$ cat src/rtl/lock_seq_pkg.sv
package lock_seq_pkg;

  typedef enum logic [2:0] {
    ST_HOLD = 3'd0,
    ST_LOAD = 3'd1,
    ST_PLL  = 3'd2,
    ST_DSK  = 3'd3,
    ST_LOCK = 3'd4,
    ST_TEST = 3'd5
  } seq_state_e;

endpackage

$ cat src/rtl/lock_seq_rstfilt.sv
// Synchronizes the device reset pin and qualifies it by minimum low width.
module lock_seq_rstfilt #(
  parameter int SYNC_STAGES = 2,
  parameter int MIN_LOW     = 5
) (
  input  logic clk,
  input  logic arst_n,
  input  logic pin_n,
  output logic pin_low_o,
  output logic hold_o
);

  localparam int CW = $clog2(MIN_LOW + 1);
  localparam logic [CW-1:0] CNT_MAX = CW'(MIN_LOW);

  logic [SYNC_STAGES-1:0] sync_q;
  logic [CW-1:0]          low_cnt_q;
  logic [CW-1:0]          low_cnt_d;
  logic                   pin_low;

  for (genvar g = 0; g < SYNC_STAGES; g++) begin : g_sync
    if (g == 0) begin : g_first
      always_ff @(posedge clk or negedge arst_n) begin
        if (!arst_n) sync_q[0] <= 1'b0;
        else         sync_q[0] <= pin_n;
      end
    end else begin : g_next
      always_ff @(posedge clk or negedge arst_n) begin
        if (!arst_n) sync_q[g] <= 1'b0;
        else         sync_q[g] <= sync_q[g-1];
      end
    end
  end

  assign pin_low = ~sync_q[SYNC_STAGES-1];

  always_comb begin
    if (!pin_low)                 low_cnt_d = '0;
    else if (low_cnt_q == CNT_MAX) low_cnt_d = low_cnt_q;
    else                          low_cnt_d = low_cnt_q + 1'b1;
  end

  always_ff @(posedge clk or negedge arst_n) begin
    if (!arst_n) low_cnt_q <= '0;
    else         low_cnt_q <= low_cnt_d;
  end

  assign pin_low_o = pin_low;
  assign hold_o    = (low_cnt_q == CNT_MAX);

  // a qualified reset needs the synchronized pin to have been low last cycle
  p_hold_needs_low_r6: assert property (@(posedge clk) disable iff (!arst_n)
    $rose(hold_o) |-> $past(pin_low));

endmodule

$ cat src/rtl/lock_seq_tmo.sv
// Counts cycles spent waiting for lock and raises a sticky flag at the limit.
module lock_seq_tmo #(
  parameter int LIMIT = 1100000
) (
  input  logic clk,
  input  logic arst_n,
  input  logic run,
  input  logic clr_all,
  output logic flag_o
);

  localparam int CW = $clog2(LIMIT + 1);
  localparam logic [CW-1:0] LAST = CW'(LIMIT - 1);

  logic [CW-1:0] cnt_q, cnt_d;
  logic          flag_q, flag_d;
  logic          cnt_en;

  assign cnt_en = run & ~flag_q;

  always_comb begin
    cnt_d  = cnt_q;
    flag_d = flag_q;
    if (clr_all) begin
      cnt_d  = '0;
      flag_d = 1'b0;
    end else if (!run) begin
      cnt_d = '0;
    end else if (cnt_en) begin
      cnt_d = cnt_q + 1'b1;
      if (cnt_q == LAST) flag_d = 1'b1;
    end
  end

  always_ff @(posedge clk or negedge arst_n) begin
    if (!arst_n) begin
      cnt_q  <= '0;
      flag_q <= 1'b0;
    end else begin
      cnt_q  <= cnt_d;
      flag_q <= flag_d;
    end
  end

  assign flag_o = flag_q;

  // the flag only appears while waiting, and only a reload clears it
  p_flag_rise_waiting_r5: assert property (@(posedge clk) disable iff (!arst_n)
    $rose(flag_o) |-> $past(run));
  p_flag_sticky_r5: assert property (@(posedge clk) disable iff (!arst_n)
    (flag_o && !clr_all) |=> flag_o);

endmodule

$ cat src/rtl/lock_seq_fsm.sv
// Start-up order: hold -> load -> loop -> deskew -> lock (or bypass).
module lock_seq_fsm
  import lock_seq_pkg::*;
(
  input  logic       clk,
  input  logic       arst_n,
  input  logic       hold,
  input  logic       pin_low,
  input  logic       cfg_done,
  input  logic       test_mode,
  input  logic       pll_locked,
  input  logic       all_settled,
  output seq_state_e state_o
);

  seq_state_e state_q, state_d;

  always_comb begin
    state_d = state_q;
    if (hold) begin
      state_d = ST_HOLD;
    end else begin
      unique case (state_q)
        ST_HOLD: if (!pin_low) state_d = ST_LOAD;
        ST_LOAD: if (cfg_done) state_d = test_mode ? ST_TEST : ST_PLL;
        ST_PLL:  if (pll_locked) state_d = ST_DSK;
        ST_DSK: begin
          if (!pll_locked)      state_d = ST_PLL;
          else if (all_settled) state_d = ST_LOCK;
        end
        ST_LOCK: begin
          if (!pll_locked)       state_d = ST_PLL;
          else if (!all_settled) state_d = ST_DSK;
        end
        ST_TEST: state_d = ST_TEST;
        default: state_d = ST_HOLD;
      endcase
    end
  end

  always_ff @(posedge clk or negedge arst_n) begin
    if (!arst_n) state_q <= ST_HOLD;
    else         state_q <= state_d;
  end

  assign state_o = state_q;

  // lock is entered only from a cycle where loop and all channels were good
  p_lock_entry_r3: assert property (@(posedge clk) disable iff (!arst_n)
    (state_q == ST_LOCK && $past(state_q) != ST_LOCK) |-> $past(pll_locked && all_settled));
  // losing the loop while locked falls back to loop wait
  p_loop_loss_r7: assert property (@(posedge clk) disable iff (!arst_n)
    (state_q == ST_LOCK && !pll_locked && !hold) |=> state_q == ST_PLL);
  // bypass persists until a qualified reset
  p_test_stays_r8: assert property (@(posedge clk) disable iff (!arst_n)
    (state_q == ST_TEST && !hold) |=> state_q == ST_TEST);

endmodule

$ cat src/rtl/lock_seq.sv
module lock_seq
  import lock_seq_pkg::*;
#(
  parameter int NUM_CH      = 8,
  parameter int SYNC_STAGES = 2,
  parameter int MIN_RST_CYC = 5,
  parameter int TMO_CYC     = 1100000
) (
  input  logic              clk,
  input  logic              arst_n,
  input  logic              dev_rst_n,
  input  logic              test_mode,
  input  logic              cfg_done,
  input  logic              pll_locked,
  input  logic [NUM_CH-1:0] dsk_settled,
  output logic              load_req,
  output logic              pll_en,
  output logic              dsk_en,
  output logic              lock,
  output logic              lock_timeout
);

  logic       hold;
  logic       pin_low;
  logic       all_settled;
  logic       wait_run;
  logic       tmo_clr;
  seq_state_e state;

  assign all_settled = &dsk_settled;

  lock_seq_rstfilt #(
    .SYNC_STAGES(SYNC_STAGES),
    .MIN_LOW    (MIN_RST_CYC)
  ) u_rstfilt (
    .clk      (clk),
    .arst_n   (arst_n),
    .pin_n    (dev_rst_n),
    .pin_low_o(pin_low),
    .hold_o   (hold)
  );

  lock_seq_fsm u_fsm (
    .clk        (clk),
    .arst_n     (arst_n),
    .hold       (hold),
    .pin_low    (pin_low),
    .cfg_done   (cfg_done),
    .test_mode  (test_mode),
    .pll_locked (pll_locked),
    .all_settled(all_settled),
    .state_o    (state)
  );

  assign wait_run = (state == ST_PLL) || (state == ST_DSK);
  assign tmo_clr  = (state == ST_HOLD) || (state == ST_LOAD);

  lock_seq_tmo #(
    .LIMIT(TMO_CYC)
  ) u_tmo (
    .clk    (clk),
    .arst_n (arst_n),
    .run    (wait_run),
    .clr_all(tmo_clr),
    .flag_o (lock_timeout)
  );

  assign load_req = (state == ST_LOAD);
  assign pll_en   = (state == ST_PLL) || (state == ST_DSK) || (state == ST_LOCK);
  assign dsk_en   = (state == ST_DSK) || (state == ST_LOCK);
  assign lock     = (state == ST_LOCK) || (state == ST_TEST);

  // deskew is enabled only after the loop reported lock
  p_dsk_after_loop_r2: assert property (@(posedge clk) disable iff (!arst_n)
    $rose(dsk_en) |-> $past(pll_locked));
  // the load request ends only on loader completion or a qualified reset
  p_load_exit_r2: assert property (@(posedge clk) disable iff (!arst_n)
    $fell(load_req) |-> $past(cfg_done || hold));
  // loading always starts with a clear time-out flag
  p_load_clean_r4: assert property (@(posedge clk) disable iff (!arst_n)
    load_req |-> !lock_timeout);

endmodule

$ cat config.mk
export PLATFORM = sky130hd
export DESIGN_NAME = lock_seq
export DESIGN_NICKNAME = d
export VERILOG_FILES = /design/src/rtl/lock_seq_pkg.sv /design/src/rtl/lock_seq_rstfilt.sv /design/src/rtl/lock_seq_tmo.sv /design/src/rtl/lock_seq_fsm.sv /design/src/rtl/lock_seq.sv
export SDC_FILE = /design/constraint.sdc
export NUM_CORES = 1
export LEC_CHECK = 0
export BUFFER_PORTS_ARGS = -buffer_cell sky130_fd_sc_hd__buf_2
export CORE_MARGIN = 2
export CORE_UTILIZATION = 55
export DETAILED_ROUTE_END_ITERATION = 16
export GPL_ROUTABILITY_DRIVEN = 0
export PLACE_DENSITY = 0.76
export SLEW_MARGIN = 5
export SYNTH_ARGS = -nofsm -noshare
export SYNTH_HDL_FRONTEND = slang
export SYNTH_SLANG_ARGS = --single-unit
$ cat constraint.sdc
create_clock -name clk -period 6.3 [get_ports clk]
set_clock_uncertainty 0.2 [all_clocks]
set_input_delay 0.63 -clock clk [delete_from_list [all_inputs] [get_ports clk]]
set_output_delay 0.63 -clock clk [all_outputs]
set_load 0.01 [all_outputs]
==> metrics.cfg, run 1 <==
[detailed_routing]
vias_per_cell = 5.91
first_pass_iters = 4
drc_errors = 0
wl_per_cell_um = 13.9
routed_wl_um = 3070
antenna_left = 0
drtIter0Drc = 74
vias = 1307

[place]
hpwlAfterDp_um = 2250
portBuffers = 18
dp_slack_ps = 4030
postPlaceCellArea_um2 = 1730

[job]
max-cap-violations = 0

[clock_network]
hold_buffers = 0
cts.clk_slew.worst_paths_ps = 90
htree_levels = 2
numCtsBuffers = 5
cts_tree = yes
clk_latency_ps = 320
cts_setup_buffers = 0
clock_path_buffers = 2
cts.sinks = 30
cts.repair.resized = 0
cts_root_buf = clkbuf_4

[critical_path]
r2r_setup_slack_ps = 4030
cp_cell_sequence = nor2b_1, a21o_1, buf_2
worstPathMaxFanout = 13
crit_required_ps = 5470
cpMaxStageDelayCell = nor2b_1
cp-start-kind = register
crit_type = reg2out
rr_worst_depth = 5
path_delay_family = simple AND/OR/NAND/NOR gates
cp-end-kind = output port
critPathMaxStageDelay_ps = 700
critical_path_buf_inv_count = 1
cp_num_cells = 3
worstPathArrival_ps = 1800

[global_routing]
grt_first_pass_wirelength_um = 5660
antenna_found_initial = 0
grt_max_degree = 31
grt_overflow_total = 0
track_usage = 0.219
grt_pass1_vias = 1287

[timing]
tns_ps = 0
finalSetupViolCount = 0
period_minus_slack_ps = 2630
worstMarginPinSlew_ps = 821
hold_viol = 0
layout_setup_ws_ps = 3670
slew_violations = 0
maxSlewHeadroom = 0.451
max_clock_freq_mhz = 380
period_share = 0.418
rsz0062_at_grt = no

[final_layout]
final_cell_mix = dfrtp_1, nor2_1, nand2_1, buf_2, xnor2_1
syn_to_final_growth_pct = 9.81
layout_commonest_cell = dfrtp_1
design_area_um2 = 1780
final_util = 0.639
fillers = 237
n_antenna_cell = 0
drive_above_1_share = 0.168
layout.nets = 207

[synthesis]
syn_nets = 186
async_flop_share = 1.00
synth_top_area_frac = 0.464
synth-edff-count = 0
synthFlopType = dfrtp_1
netlist_instances = 169
synth_area_leaders = dfrtp_1, xnor2_1, nor2_1
yosys_warnings = 0
synth_area_leader_cell = dfrtp_1
synth_cell_types = 41
syn_area_per_cell_um2 = 9.58
syn_area_um2 = 1620
ys_ff_latch = 30
yosysSeqAreaShare = 0.464

[floorplan]
die_y_um = 58.3
die_area_um2 = 3390
core-area_um2 = 2780
die_w_um = 58.3
initial_utilization = 0.582
num_rows = 19
ios = 19

[power]
power_density_nw_per_um2 = 280
power_mw = 0.497
power.leakage_nw = 0.808
peakVddDrop_mv = 0.242

[run_status]
status = finished, final reports clean

[worst_hold_path]
min-delay-path-class = in2async

[sequential cells by signal, indices dropped and copies added, names as in the netlist]
register / count
u_tmo.cnt_q: 21
u_tmo.flag_o: 1
u_rstfilt.low_cnt_q: 3
u_rstfilt.sync_q: 2
u_fsm.state_o: 3
[cells by family after synthesis]
group	after synthesis	synth area share
muxes	4	0.0247
AOI/OAI and AO/OA	24	0.101
buffers and inverters	8	0.0185
DFF	30	0.464
xor gates and xnor gates	14	0.0757
adders and majority gates	3	0.0232
and+or+nand+nor	86	0.293
[where the power goes]
part	internal, mW	switching (mW)
combinational	0.0662	0.0925
clock	0.0420	0.0598
sequential	0.210	0.0272
[stage by stage]
step / hold slack (ps) / std cells
global placement: 146 / 214
global route: 166 / 221
detailed placement: 147 / 214
finish: 109 / 221
floorplan: 131 / 169
CTS: 133 / 221
[cell type report]
type | instances | area (µm²) | area share
clock buffers | 7 | 45.0 | 0.0253
multi-input cells | 131 | 838 | 0.471
flip-flops and latches | 30 | 751 | 0.422
inverters | 4 | 15.0 | 0.00844
well taps | 31 | 38.8 | 0.0218
repair buffers | 18 | 90.1 | 0.0507
[cell usage after synthesis, drive strengths merged (2+ instances only)]
master	instances
a211oi	2
a21oi	6
a22o	2
a31o	2
and4	3
clkbuf	3
dfrtp	30
ha	3
inv	4
mux2i	4
nand2	19
nand2b	3
nand3	4
nand4	4
nor2	24
nor2b	4
nor3	6
nor4	7
o211ai	2
o21ai	4
or3	2
or4	3
or4b	2
xnor2	12
xor2	2
[final timing paths]
check	from	endpoint
max	u_fsm.state_o[1]$_DFFE_PN0P_	dsk_en
min	arst_n	u_fsm.state_o[0]$_DFFE_PN0P_
max reg2reg	u_tmo.cnt_q[0]$_DFFE_PN0P_	u_tmo.cnt_q[18]$_DFFE_PN0P_
min reg2reg	u_rstfilt.sync_q[0]$_DFF_PN0_	u_rstfilt.sync_q[1]$_DFF_PN0_
max in group asynchronous	arst_n	u_tmo.cnt_q[8]$_DFFE_PN0P_
min in group clk	u_rstfilt.sync_q[0]$_DFF_PN0_	u_rstfilt.sync_q[1]$_DFF_PN0_
[per-layer routing]
| metal | up-vias | global-route usage | share of wire |
|---|---|---|---|
| li1 | 649 | - | - |
| met1 | 626 | 0.287 | 0.48 |
| met2 | 27 | 0.354 | 0.46 |
| met3 | 5 | 0.0513 | 0.039 |
| met4 | 0 | 0.0864 | 0.018 |
| met5 | - | 0 | 0 |
[worst register-to-register path, delay by kind of cell, from the launching register on]
| family | cells | cell delay (ps) |
|---|---|---|
| AOI/OAI and AO/OA | 2 | 400 |
| adders and majority gates | 1 | 210 |
| DFF | 1 | 420 |
| and+or+nand+nor | 2 | 950 |
Power figures use the tool's default switching activity.
==> run 2: changes to the inputs <==
Clock period 6.3 ns to 2.6 ns, I/O delays scaled along.
==> run 2 against run 1 <==
  * Die area did not move
  * Sequential cell count unchanged
  * Cell count is 2.7% higher
  * Clock power grew to 3.4 times the previous value
  * First-iteration DRC count up 1.4%
  * Final area increased by 4.3%
  * Combinational power grew to 2.7 times the previous value
  * Core utilization is 2.7 points higher
  * Non-clock buffer count rose by 5
  * Critical path type is now reg2reg
  * Critical endpoint is now u_tmo.cnt_q[19]$_DFFE_PN0P_
  * Largest cell class unchanged
==> metrics.cfg, run 2 (synthesized netlist as in run 1, its figures left out) <==
[detailed_routing]
first_pass_iters = 4  ; unchanged
drtIter0Drc = 75  ; +1.4%
wl_per_cell_um = 14.9  ; +7.0%
vias_per_cell = 5.88  ; -0.63%
antenna_left = 0  ; unchanged
routed_wl_um = 3380  ; +9.9%
vias = 1334  ; +2.1%
drc_errors = 0  ; unchanged

[job]
max-cap-violations = 0  ; unchanged

[global_routing]
top_usage_layer = met2
met3_usage = 0.0915  ; +0.0402
grt_pass1_vias = 1336  ; +3.8%
track_usage = 0.238  ; +0.0188
antenna_found_initial = 0  ; unchanged
met1_usage = 0.295  ; +0.00770
grt_overflow_total = 0  ; unchanged
grt_max_degree = 31  ; unchanged
grt_first_pass_wirelength_um = 5950  ; +5.1%
use_met2 = 0.377  ; +0.0227

[place]
portBuffers = 18  ; unchanged
postPlaceCellArea_um2 = 1760  ; +1.3%
dp_slack_ps = 500  ; -3530 ps
dp.cells = 217  ; +1.4%
hpwlAfterDp_um = 2450  ; +9.1%

[final_layout]
top_register = u_tmo.cnt_q
final_util = 0.667  ; +0.0274
syn_to_final_growth_pct = 14.5
layout.nets = 212  ; +2.4%
layout_commonest_cell = dfrtp_1
final_cell_mix = dfrtp_1, nor2_1, nand2_1, buf_2, xnor2_1
drive_above_1_share = 0.194  ; +0.0255
design_area_um2 = 1850  ; +4.3%
largest_reg_flops = 21  ; unchanged
n_antenna_cell = 0  ; unchanged
stdcell_count = 227  ; +2.7%

[clock_network]
cts_root_buf = clkbuf_4
numCtsBuffers = 5  ; unchanged
cts_tree = yes
cts.sinks = 30  ; unchanged
htree_levels = 2  ; unchanged
clk_latency_ps = 340  ; +20 ps
cts.clk_slew.worst_paths_ps = 100  ; about the same
clock_path_buffers = 2  ; unchanged
cts_setup_buffers = 0  ; unchanged

[power]
pwr-share-seq = 0.428  ; -0.048
combPwrFrac = 0.314  ; -0.005
power_mw = 1.34  ; +170%
p_sw_mw = 0.469  ; +160%
peakVddDrop_mv = 0.696  ; +190%
internal_power_mw = 0.874  ; +170%
power.leakage_nw = 0.851  ; +5.3%
sw_frac_of_total = 0.349  ; -0.0117
p_clk_frac = 0.258  ; +0.053
power_density_nw_per_um2 = 724  ; +160%

[floorplan]
core-area_um2 = 2780  ; unchanged
num_rows = 19  ; unchanged
die_y_um = 58.3  ; unchanged
initial_utilization = 0.582  ; unchanged
die_area_um2 = 3390  ; unchanged
die_w_um = 58.3  ; unchanged
ios = 19  ; unchanged

[timing]
period_minus_slack_ps = 2130
finalSetupViolCount = 0  ; unchanged
period_share = 0.820
worstMarginPinSlew_ps = 657  ; -164 ps
slew_violations = 0  ; unchanged
tns_ps = 0  ; unchanged
layout_setup_ws_ps = 468  ; -3200 ps
hold_viol = 0  ; unchanged
hold_ws_ps = 158  ; +49.0 ps
rsz0062_at_grt = no
max_clock_freq_mhz = 469
maxSlewHeadroom = 0.562  ; +0.110

[critical_path]
critical_path_buf_inv_count = 0  ; -1
worstPathMaxFanout = 8  ; -5
path_delay_family = simple AND/OR/NAND/NOR gates
crit_type = reg2reg
cpMaxStageDelayCell = or4_4
worstPathArrival_ps = 2210  ; +410 ps
cp_cell_sequence = nand4b_2, or4_4, or4_1, nand2_1
critPathMaxStageDelay_ps = 500  ; -200 ps
cp-end-kind = register
crit_required_ps = 2680  ; -2790 ps
cp-start-kind = register

[worst_hold_path]
min-delay-path-class = reg2reg

[run_status]
status = finished, final reports clean

run 2: cell count changes in the layout (fill, tap and decap cells not counted):
| cell | previous run | this run |
|---|---|---|
| buf_4 | 0 | 3 |
| clkbuf_1 | 2 | 0 |
| clkbuf_8 | 0 | 3 |
| dlygate4sd3_1 | 0 | 2 |
run 2: power by group through the flow:
stage	Combinational [mW]	Clock (mW)	Sequential (mW)
after global routing	0.475	0.380	0.585
after floorplan	0.307	0	0.551
final	0.422	0.346	0.574
after global placement	0.397	0	0.581
after detailed placement	0.415	0	0.584
after CTS	0.420	0.355	0.574
run 2: per-layer routing:
metal	vias to the layer above	routed length, µm
met3	10	170
met4	0	61
met2	30	1590
met1	637	1560
li1	657	-
met5	-	0
run 2: timing repair:
item | in CTS | in global routing
hold endpoints to repair | 31 | 0
hold buffers | 2 | 0
resized for setup | 0 | 0
run 2: layout make-up:
type                    count  area [µm²]
clock buffers               8        78.8
fillers                   209         927
multi-input cells         131         838
well taps                  31        38.8
repair buffers             23         133
flip-flops and latches     30         751
inverters                   4        15.0
run 2: path summary, 6_finish.rpt:
check | startpoint | end | slack (ps) | depth (start not counted)
setup / recovery | u_tmo.flag_o$_DFFE_PN0P_ | u_tmo.cnt_q[19]$_DFFE_PN0P_ | 470 | 4
hold / removal | u_rstfilt.sync_q[0]$_DFF_PN0_ | u_rstfilt.sync_q[1]$_DFF_PN0_ | 160 | 0
setup reg to reg | u_tmo.flag_o$_DFFE_PN0P_ | u_tmo.cnt_q[19]$_DFFE_PN0P_ | 470 | 4
hold reg to reg | u_rstfilt.sync_q[0]$_DFF_PN0_ | u_rstfilt.sync_q[1]$_DFF_PN0_ | 160 | 0
max in group asynchronous | arst_n | u_tmo.cnt_q[3]$_DFFE_PN0P_ | 1490 | 2
min in group asynchronous | arst_n | u_fsm.state_o[0]$_DFFE_PN0P_ | 270 | 2
